[config.mk]
export PLATFORM = sky130hd
export DESIGN_NAME = ucode_addr_gen
export DESIGN_NICKNAME = d
export VERILOG_FILES = /design/src/rtl/ucode_addr_gen.sv
export SDC_FILE = /design/constraint.sdc
export NUM_CORES = 1
export LEC_CHECK = 0
export BUFFER_PORTS_ARGS = -buffer_cell sky130_fd_sc_hd__buf_2
export CORE_MARGIN = 2
export CORE_UTILIZATION = 40
export DETAILED_ROUTE_END_ITERATION = 6
export PLACE_DENSITY = 0.84
export SLEW_MARGIN = 30
export SYNTH_ARGS = -nofsm -noshare
export SYNTH_HDL_FRONTEND = slang
export SYNTH_SLANG_ARGS = --single-unit
[constraint.sdc]
create_clock -name clk -period 1.5 [get_ports clk]
set_input_delay 0.3 -clock clk [delete_from_list [all_inputs] [get_ports clk]]
set_output_delay 0.3 -clock clk [all_outputs]
set_load 0.01 [all_outputs]
[src/rtl/ucode_addr_gen.sv]
module ucode_addr_gen #(
  parameter int IW           = 16,
  parameter int OPW          = 5,
  parameter int STEP_W       = 3,
  parameter int UA_W         = 10,
  parameter int NSEL         = 8,
  parameter int RTYPE_FIRST  = 24,
  parameter int RTYPE_REGION = 256,
  parameter int RTYPE_SPAN   = 4,
  parameter int EXC_BASE     = 768,
  localparam int SEL_W       = $clog2(NSEL),
  localparam int PA_W        = UA_W + SEL_W
) (
  input  logic            clk,
  input  logic            rst_n,
  input  logic            ir_load,
  input  logic [IW-1:0]   instr_in,
  input  logic            exc_req,
  input  logic [PA_W-1:0] phys_addr,
  output logic [IW-1:0]   instr_q,
  output logic [UA_W-1:0] uaddr,
  output logic [NSEL-1:0] ram_sel
);
  logic [STEP_W-1:0] step;
  logic              exc_act;
  logic [UA_W-1:0]   a_norm, a_rtyp, a_exc, a_run;

  wire [OPW-1:0] op        = instr_q[IW-1 -: OPW];
  wire           is_rtype  = op >= OPW'(RTYPE_FIRST);
  wire           exc_entry = exc_req & ~exc_act;

  always_ff @(posedge clk or negedge rst_n) begin
    if (!rst_n) begin
      instr_q <= '0;
      step    <= '0;
      exc_act <= 1'b0;
    end else begin
      if (ir_load) instr_q <= instr_in;
      step    <= (ir_load || exc_entry) ? '0 : step + STEP_W'(1);
      exc_act <= exc_req;
    end
  end

  assign a_norm = (UA_W'(op) << STEP_W) + UA_W'(step);
  assign a_rtyp = UA_W'(RTYPE_REGION)
                + ((UA_W'(op - OPW'(RTYPE_FIRST)) * UA_W'(RTYPE_SPAN)) << STEP_W)
                + UA_W'(step);
  assign a_exc  = UA_W'(EXC_BASE) + UA_W'(step);
  assign a_run  = exc_act ? a_exc : (is_rtype ? a_rtyp : a_norm);

  assign uaddr   = rst_n ? a_run : phys_addr[UA_W-1:0];
  assign ram_sel = rst_n ? '0 : (NSEL'(1) << phys_addr[PA_W-1 -: SEL_W]);
endmodule


==> flow_summary.yaml, run 1 <==
run_status:
  status: "finished, violations left"
  violations: "setup timing"
global_route:
  antenna_found_initial: 0
  grt_pass1_wl_mm: 3.51
  met3_usage_pct: 4.57
  busiest_layer: "met2"
  met2_usage_pct: 29.8
  met1_usage_pct: 17.8
  grtUsageTotal_pct: 16.3
  overflow: 0
  grt_pass1_vias: 824
  grt_max_degree: 22
route:
  drc_errors: 0
  drt_iter0_drc: 3
  drtPass1Iterations: 2
  wl_per_cell_um: 13.4
  wl_mm: 2.45
  vias: 912
  drtAntennaViolNets: 0
  vias_per_cell: 4.98
synthesis:
  synth_top_family_by_area: "multiplexers"
  yosys_register_bits: 20
  syn_inst: 84
  synthAdderAreaFrac_pct: 2.39
  syn_area_per_cell_um2: 12.5
  ys_types: 23
  synthXorXnorAreaFrac_pct: 1.67
  synth_compound_area_share_pct: 4.43
  yosys.area.top_type_share_pct: 47.8
  yosys.area.top_type: "dfrtp_1"
  ys_seq_area_share_pct: 47.8
  synth_area_leaders: "dfrtp_1 48%, mux2_2 13%, mux2_4 10%"
  synth_fp_nets: 119
  synth_area_um2: 1050
  synth_simple_gate_area_share_pct: 10.9
  synth.area.mux_share_pct: 26.8
  ys_warn_count: 0
floorplanning:
  die_w_um: 55.1
  fp.dieH_um: 55.1
  row_count: 18
  core-area_um2: 2480
  die_area_um2: 3040
  initial_utilization_pct: 42.2
  boundaryPins: 67
clocking:
  cts_buffers: 3
  cts_setup_buffers: 0
  clk_latency_ns: 0.29
  ctsHtreeMaxLevel: 1
  cts.sinks: 20
  clkTransAtPathRegs_ns: 0.11
  hold_buffers: 0
  tritoncts: "built"
  cts_buffer_depth: 2
  cts_root_buffer: "clkbuf_4"
worst_setup_path:
  critPathKind: "reg2out"
  arrival_ns: 1.39
  cp-start-kind: "flop"
  crit_chain: "ha_4 > xor2_1 > o21ai_1 > buf_2"
  cp-end-kind: "output port"
  worstPathRequired_ns: 1.20
  cp_slowest_cell: "dfrtp_1"
  critPathMaxStageDelay_ns: 0.44
  worst-path-max-fanout: 2
final_layout:
  utilization_pct: 59.0
  design_area_um2: 1460
  antennaDiodeCount: 0
  final_net_count: 189
  layout-drive-gt1-share_pct: 63.4
  area_growth_pct: 39.7
  finalNonFillerCells: 183
  fillers: 221
worst_hold_path:
  hp-class: "in2reg"
place:
  placed_cells: 179
  dp_hpwl_mm: 1.94
  placed_area_um2: 1390
  place_congestion: 0.673
  port_buffers: 66
sta:
  period_needed_ns: 1.69
  maxSlewViolCount: 0
  tightest_slew_ns: 0.469
  rsz0062_at_grt: "yes"
  hold_violations: 0
  finalWorstSetupSlack_ns: -0.189
  fin_crit_sh_pct: 113
  fmax_mhz: 592
  finalSetupViolCount: 7
  whs_ns: 0.118
  maxSlewHeadroom_pct: 68.7
  fin_skew_ns: 0.0000744
power:
  power.total_w: 0.00128
  max-vdd-ir-drop_v: 0.000740
  p_leak_nw: 0.769
  power.density_nw_per_um2: 875
run:
  cap_violations: 0
==> through the flow <==
stage	TNS, ns	setup WS, ns
6_report	-1.02	-0.189
5_1_grt	-1.57	-0.277
4_1_cts	-0.979	-0.195
3_5_place_dp	0	0.0510
3_3_place_gp	0	0.0847
2_1_floorplan	0	0.0154
==> power by group <==
group          total [W]  internal, W  switching, W  leakage, nW
Clock           0.000301     0.000148      0.000153       0.0210
Combinational   0.000353     0.000192      0.000161        0.509
Sequential      0.000626     0.000588     0.0000380        0.239
Total            0.00128     0.000928      0.000352        0.769
==> final cells by class <==
type                            instances  area, µm²  area share [%]
Inverter                                3       11.3           0.771
Clock buffer                            4       36.3            2.48
Timing Repair Buffer                   70        373            25.5
Tap cell                               30       37.5            2.57
Multi-Input combinational cell         56        503            34.4
Sequential cell                        20        500            34.2
==> repair_timing <==
action                     CTS  global route
pin swaps                    5             0
resized for setup            7             0
gates cloned                 0             0
setup endpoints to repair    7             7
==> worst max-delay path, delay by kind of cell, from the launching register on <==
family          cells  cell delay [ns]
xor+xnor            1             0.16
buf+inv             1             0.14
flops               1             0.44
fa+ha+maj           1             0.26
compound gates      1             0.11
==> state kept, by name, indices dropped and copies added (netlist names) <==
signal	cells
instr_q	16
exc_act	1
step	3
==> synth_stat cells, drive strengths merged <==
cell and n:
nor3 6, a31o 2, nor4 1, nor3b 1
xnor2 1, ha 2, buf 5, nor2 5
mux2i 4, o22ai 3, nand2 2, nand2b 4
dfrtp 20, a21oi 1, xor2 1, nor2b 3
inv 3, o21ai 1, mux2 19
==> path summary, 6_finish.rpt <==
check,from,endpoint,slack (ns),cells past startpoint
max,instr_q[14],uaddr[9],-0.19,4
min,exc_req,exc_act,0.12,1
max reg2reg,step[0],step[2],0.52,3
min reg2reg,step[0],step[0],0.50,1
max in group asynchronous,rst_n,instr_q[10],1.07,2
min in group asynchronous,rst_n,exc_act,0.20,2
==> routing by layer <==
layer / wire, µm / vias to the layer above
li1: - / 431
met5: 0 / -
met1: 996 / 423
met4: 11 / 0
met2: 1160 / 56
met3: 280 / 2
==> cells by family (layout without fill, tap and decap cells) <==
logic type	count (synthesis)	after routing
buffers and inverters	8	77
xor gates and xnor gates	2	2
muxes	23	23
adders and majority gates	2	2
and+or+nand+nor	22	22
DFF	20	20
AOI/OAI and AO/OA	7	7
==> cells in the final DEF, fill, tap and decap left out, types with 4 or more instances in the layout <==
master and instances:
mux2_2 12, buf_2 64, mux2i_1 4, nand2b_1 4, nor3_1 6, buf_4 4
nor2_1 4, mux2_4 7, dfrtp_1 20
No activity file was read; power rests on OpenSTA's default activity.
==> inputs of run 2 (changes only) <==
==> constraint.sdc (replaced) <==
create_clock -name clk -period 2.1 [get_ports clk]
set_input_delay 0.42 -clock clk [delete_from_list [all_inputs] [get_ports clk]]
set_output_delay 0.42 -clock clk [all_outputs]
set_load 0.01 [all_outputs]
==> flow_summary.yaml, run 2 (synthesized netlist as in run 1, its figures left out) <==
sta:
  rsz0062_at_grt: "no"
  fin_skew_ns: 0.000207
  maxSlewViolCount: 0
  final.setup.tns_ns: 0
  fin_crit_sh_pct: 93.0
  period_needed_ns: 1.95
  maxSlewHeadroom_pct: 68.3
  tightest_slew_ns: 0.476
  finalSetupViolCount: 0
  finalWorstSetupSlack_ns: 0.147
  hold_violations: 0
  fmax_mhz: 512
place:
  place_congestion: 0.669
  dp_hpwl_mm: 1.96
  pre_cts_slack_ns: 0.352
  port_buffers: 66
worst_setup_path:
  cp_slowest_cell: "dfrtp_1"
  arrival_ns: 1.53
  crit_chain: "ha_2 > mux2i_1 > o22ai_1 > buf_2"
  cp-start-kind: "flop"
  cp-end-kind: "output port"
  critPathKind: "reg2out"
  critPathMaxStageDelay_ns: 0.46
  worst-path-max-fanout: 5
  worstPathRequired_ns: 1.68
global_route:
  grt_pass1_wl_mm: 3.44
  overflow: 0
  grt_max_degree: 26
  antenna_found_initial: 0
  grt_pass1_vias: 842
  grtUsageTotal_pct: 15.9
final_layout:
  antennaDiodeCount: 0
  layout_commonest_cell: "buf_2"
  largest-register: "instr_q"
  utilization_pct: 56.9
  final_cell_mix: "66 x buf_2, 20 x dfrtp_1, 12 x mux2_2, 7 x mux2_4, 6 x nor3_1"
  area_growth_pct: 34.7
  reg_top3: "instr_q x16, step x3, exc_act x1"
  largest_register_ffs: 16
  final_net_count: 186
  layout-drive-gt1-share_pct: 62.0
route:
  drc_errors: 0
  wl_per_cell_um: 13.5
  drt_iter0_drc: 3
  vias_per_cell: 5.03
  drtPass1Iterations: 3
  drtAntennaViolNets: 0
  wl_mm: 2.44
  vias: 905
worst_hold_path:
  hp-class: "in2async"
clocking:
  hold_buffers: 0
  cts_root_buffer: "clkbuf_4"
  cts.sinks: 20
  ctsHtreeMaxLevel: 1
  tritoncts: "built"
  cts_buffers: 3
  cts_setup_buffers: 0
  ctsResizeCount: 0
  clkTransAtPathRegs_ns: 0.11
  clk_latency_ns: 0.29
  cts_buffer_depth: 2
power:
  max-vdd-ir-drop_v: 0.000598
  power.density_nw_per_um2: 634
  power.total_w: 0.000893
  p_leak_nw: 0.749
run:
  cap_violations: 0
floorplanning:
  core-area_um2: 2480
  row_count: 18
  initial_utilization_pct: 42.2
  die_w_um: 55.1
  die_area_um2: 3040
  boundaryPins: 67
  fp.dieH_um: 55.1
run_status:
  status: "complete, no violations"
==> run 2: per-stage QoR <==
| step | instances | area [µm²] | hold slack [ns] |
|---|---|---|---|
| floorplan | 84 | 1050 | 0.124 |
| global placement | 176 | 1370 | 0.359 |
| detailed placement | 176 | 1370 | 0.375 |
| CTS | 180 | 1410 | 0.0370 |
| global route | 180 | 1410 | 0.0503 |
| finish | 180 | 1410 | 0.0512 |
==> run 2: worst paths after layout <==
| path | slack [ns] | end | cells after the start | from |
|---|---|---|---|---|
| max | 0.15 | uaddr[6] | 4 | instr_q[14] |
| min reg2reg | 0.48 | step[0] | 1 | step[0] |
| max reg2reg | 1.13 | step[2] | 3 | step[0] |
| min in group clk | 0.24 | exc_act | 1 | exc_req |
| min | 0.05 | step[2] | 1 | rst_n |
| max in group asynchronous | 1.48 | instr_q[11] | 2 | rst_n |
==> run 2: worst max-delay path: cells and delay by family, from the launching register on <==
family	cells	cell delay, ns
buffers and inverters	1	0.16
AOI/OAI and AO/OA	1	0.10
DFF	1	0.46
muxes	1	0.23
adders and majority gates	1	0.28
==> run 2: routing by layer <==
layer | up-vias | wire [µm] | share of wire, % | global-route usage (%)
li1 | 426 | - | - | -
met2 | 56 | 1160 | 47 | 29.4
met3 | 2 | 270 | 11 | 2.96
met5 | - | 0 | 0 | 0
met1 | 421 | 999 | 41 | 17.4
met4 | 0 | 11 | 0.45 | 7.32
==> run 2: area by class of cell <==
cell class                 instances  area [µm²]
fill                             217        1070
sequential                        20         500
tap                               30        37.5
clock buffer                       4        36.3
multi-input combinational         56         485
timing repair buffer              67         338
inverter                           3        11.3
==> run 2: where the power goes <==
part           leakage (nW)  internal (W)  switching [W]
logic                 0.489      0.000123       0.000108
clock network        0.0210      0.000106       0.000110
registers             0.239      0.000420      0.0000270
total                 0.749      0.000648       0.000245
==> inputs of run 3 (changes only) <==
--- a/config.mk
+++ b/config.mk
@@ -9,7 +9,7 @@
 export CORE_MARGIN = 2
 export CORE_UTILIZATION = 40
 export DETAILED_ROUTE_END_ITERATION = 6
-export PLACE_DENSITY = 0.84
+export PLACE_DENSITY = 0.79
 export SLEW_MARGIN = 30
 export SYNTH_ARGS = -nofsm -noshare
 export SYNTH_HDL_FRONTEND = slang
==> flow_summary.yaml, run 3 (synthesized netlist as in run 1, its figures left out) <==
sta:
  period_needed_ns: 1.97
  finalSetupViolCount: 0
  fmax_mhz: 507
  maxSlewHeadroom_pct: 67.8
  fin_crit_sh_pct: 93.8
  final.setup.tns_ns: 0
  hold_violations: 0
  fin_skew_ns: 0.000152
  tightest_slew_ns: 0.483
  rsz0062_at_grt: "no"
  maxSlewViolCount: 0
  whs_ns: 0.0735
route:
  drtAntennaViolNets: 0
  vias_per_cell: 4.91
  vias: 884
  drtPass1Iterations: 4
  drc_errors: 0
  wl_mm: 2.27
  drt_iter0_drc: 4
  wl_per_cell_um: 12.6
global_route:
  antenna_found_initial: 0
  grtUsageTotal_pct: 14.6
  grt_max_degree: 28
  grt_pass1_vias: 788
  overflow: 0
  grt_pass1_wl_mm: 3.17
floorplanning:
  boundaryPins: 67
  fp.dieH_um: 55.1
  row_count: 18
  die_w_um: 55.1
  core-area_um2: 2480
  initial_utilization_pct: 42.2
  die_area_um2: 3040
worst_hold_path:
  hp-class: "in2async"
final_layout:
  antennaDiodeCount: 0
  layout-drive-gt1-share_pct: 61.3
  register_area_um2: 500
  layout_commonest_cell: "buf_2"
  utilization_pct: 56.8
  multi_input_area_um2: 483
  reg_top3: "instr_q x16, step x3, exc_act x1"
  largest-register: "instr_q"
  finalNonFillerCells: 180
  final_net_count: 186
  largest_register_ffs: 16
  area_growth_pct: 34.4
  fillers: 247
  final_cell_mix: "66 x buf_2, 20 x dfrtp_1, 12 x mux2_2, 7 x mux2_4, 6 x nor3_1"
place:
  place_congestion: 0.654
  port_buffers: 66
  dp_hpwl_mm: 1.83
  placed_cells: 176
worst_setup_path:
  worstPathRequired_ns: 1.68
  path_buf_inv: 1
  arrival_ns: 1.55
  cp-start-kind: "flop"
  critPathMaxStageDelay_ns: 0.46
  critPathKind: "reg2out"
  crit_chain: "ha_1 > mux2i_1 > o22ai_1 > buf_2"
  cp-end-kind: "output port"
  cp_top_family: "flip-flops"
  cp_slowest_cell: "dfrtp_1"
  worst-path-max-fanout: 5
clocking:
  cts_buffers: 3
  ctsHtreeMaxLevel: 1
  tritoncts: "built"
  clkTransAtPathRegs_ns: 0.11
  ctsResizeCount: 0
  cts_setup_buffers: 0
  cts_buffer_depth: 2
  cts.sinks: 20
  clk_latency_ns: 0.29
  cts_root_buffer: "clkbuf_4"
  hold_buffers: 0
power:
  power.switching_w: 0.000240
  switching_share_pct: 27.1
  seq_power_share_pct: 50.2
  combPwrFrac_pct: 25.5
  power.share.clock_pct: 24.3
  power.density_nw_per_um2: 631
  p_leak_nw: 0.751
  intPower_w: 0.000647
  max-vdd-ir-drop_v: 0.000423
run:
  cap_violations: 0
run_status:
  status: "complete, no violations"
[run 3: cell counts in the layout (fill, tap and decap cells not counted)]
Identical to the previous run, type by type.
[run 3: through the flow]
step / total power (W) / instance area [µm²] / worst slack (ns)
floorplan: 0.000585 / 1050 / 0.495
global placement: 0.000676 / 1370 / 0.356
detailed placement: 0.000684 / 1370 / 0.316
CTS: 0.000903 / 1410 / 0.0921
global route: 0.000940 / 1410 / 0.0188
finish: 0.000887 / 1410 / 0.129
[run 3: per-layer routing]
layer | global-route usage [%] | wire length, µm | vias up
met5 | 0 | 0 | -
met4 | 6.10 | 10 | 0
met3 | 2.96 | 275 | 2
met2 | 26.8 | 1030 | 55
met1 | 16.4 | 957 | 400
li1 | - | - | 427
[run 3: path summary, 6_finish.rpt]
| path | startpoint | to | slack, ns | cells past startpoint |
|---|---|---|---|---|
| max in group asynchronous | rst_n | instr_q[4] | 1.46 | 2 |
| worst max-delay path | instr_q[14] | uaddr[7] | 0.13 | 4 |
| worst max register to register | step[0] | step[2] | 1.13 | 3 |
| min in group clk | exc_req | exc_act | 0.24 | 1 |
| worst min register to register | step[0] | step[0] | 0.47 | 1 |
| worst min-delay path | rst_n | instr_q[11] | 0.07 | 1 |
[run 3: worst register-to-register path: stages, from the launching register on]
cell     delay, ns
dfrtp_1       0.41
ha_1          0.21
xnor2_1       0.16
nor3_1        0.06
[run 3: power by group through the flow]
stage | Combinational [W] | Sequential, W | Clock [W]
final | 0.000226 | 0.000445 | 0.000215
after floorplan | 0.000120 | 0.000465 | 0
after global placement | 0.000223 | 0.000452 | 0
after detailed placement | 0.000230 | 0.000454 | 0
after global routing | 0.000251 | 0.000451 | 0.000238
after CTS | 0.000231 | 0.000447 | 0.000226
[run 3: cell type report]
cell class,count,area share (%)
clock buffers,4,2.58
inverters,3,0.801
multi-input cells,56,34.3
flip-flops and latches,20,35.6
well taps,30,2.67
repair buffers,67,24.0
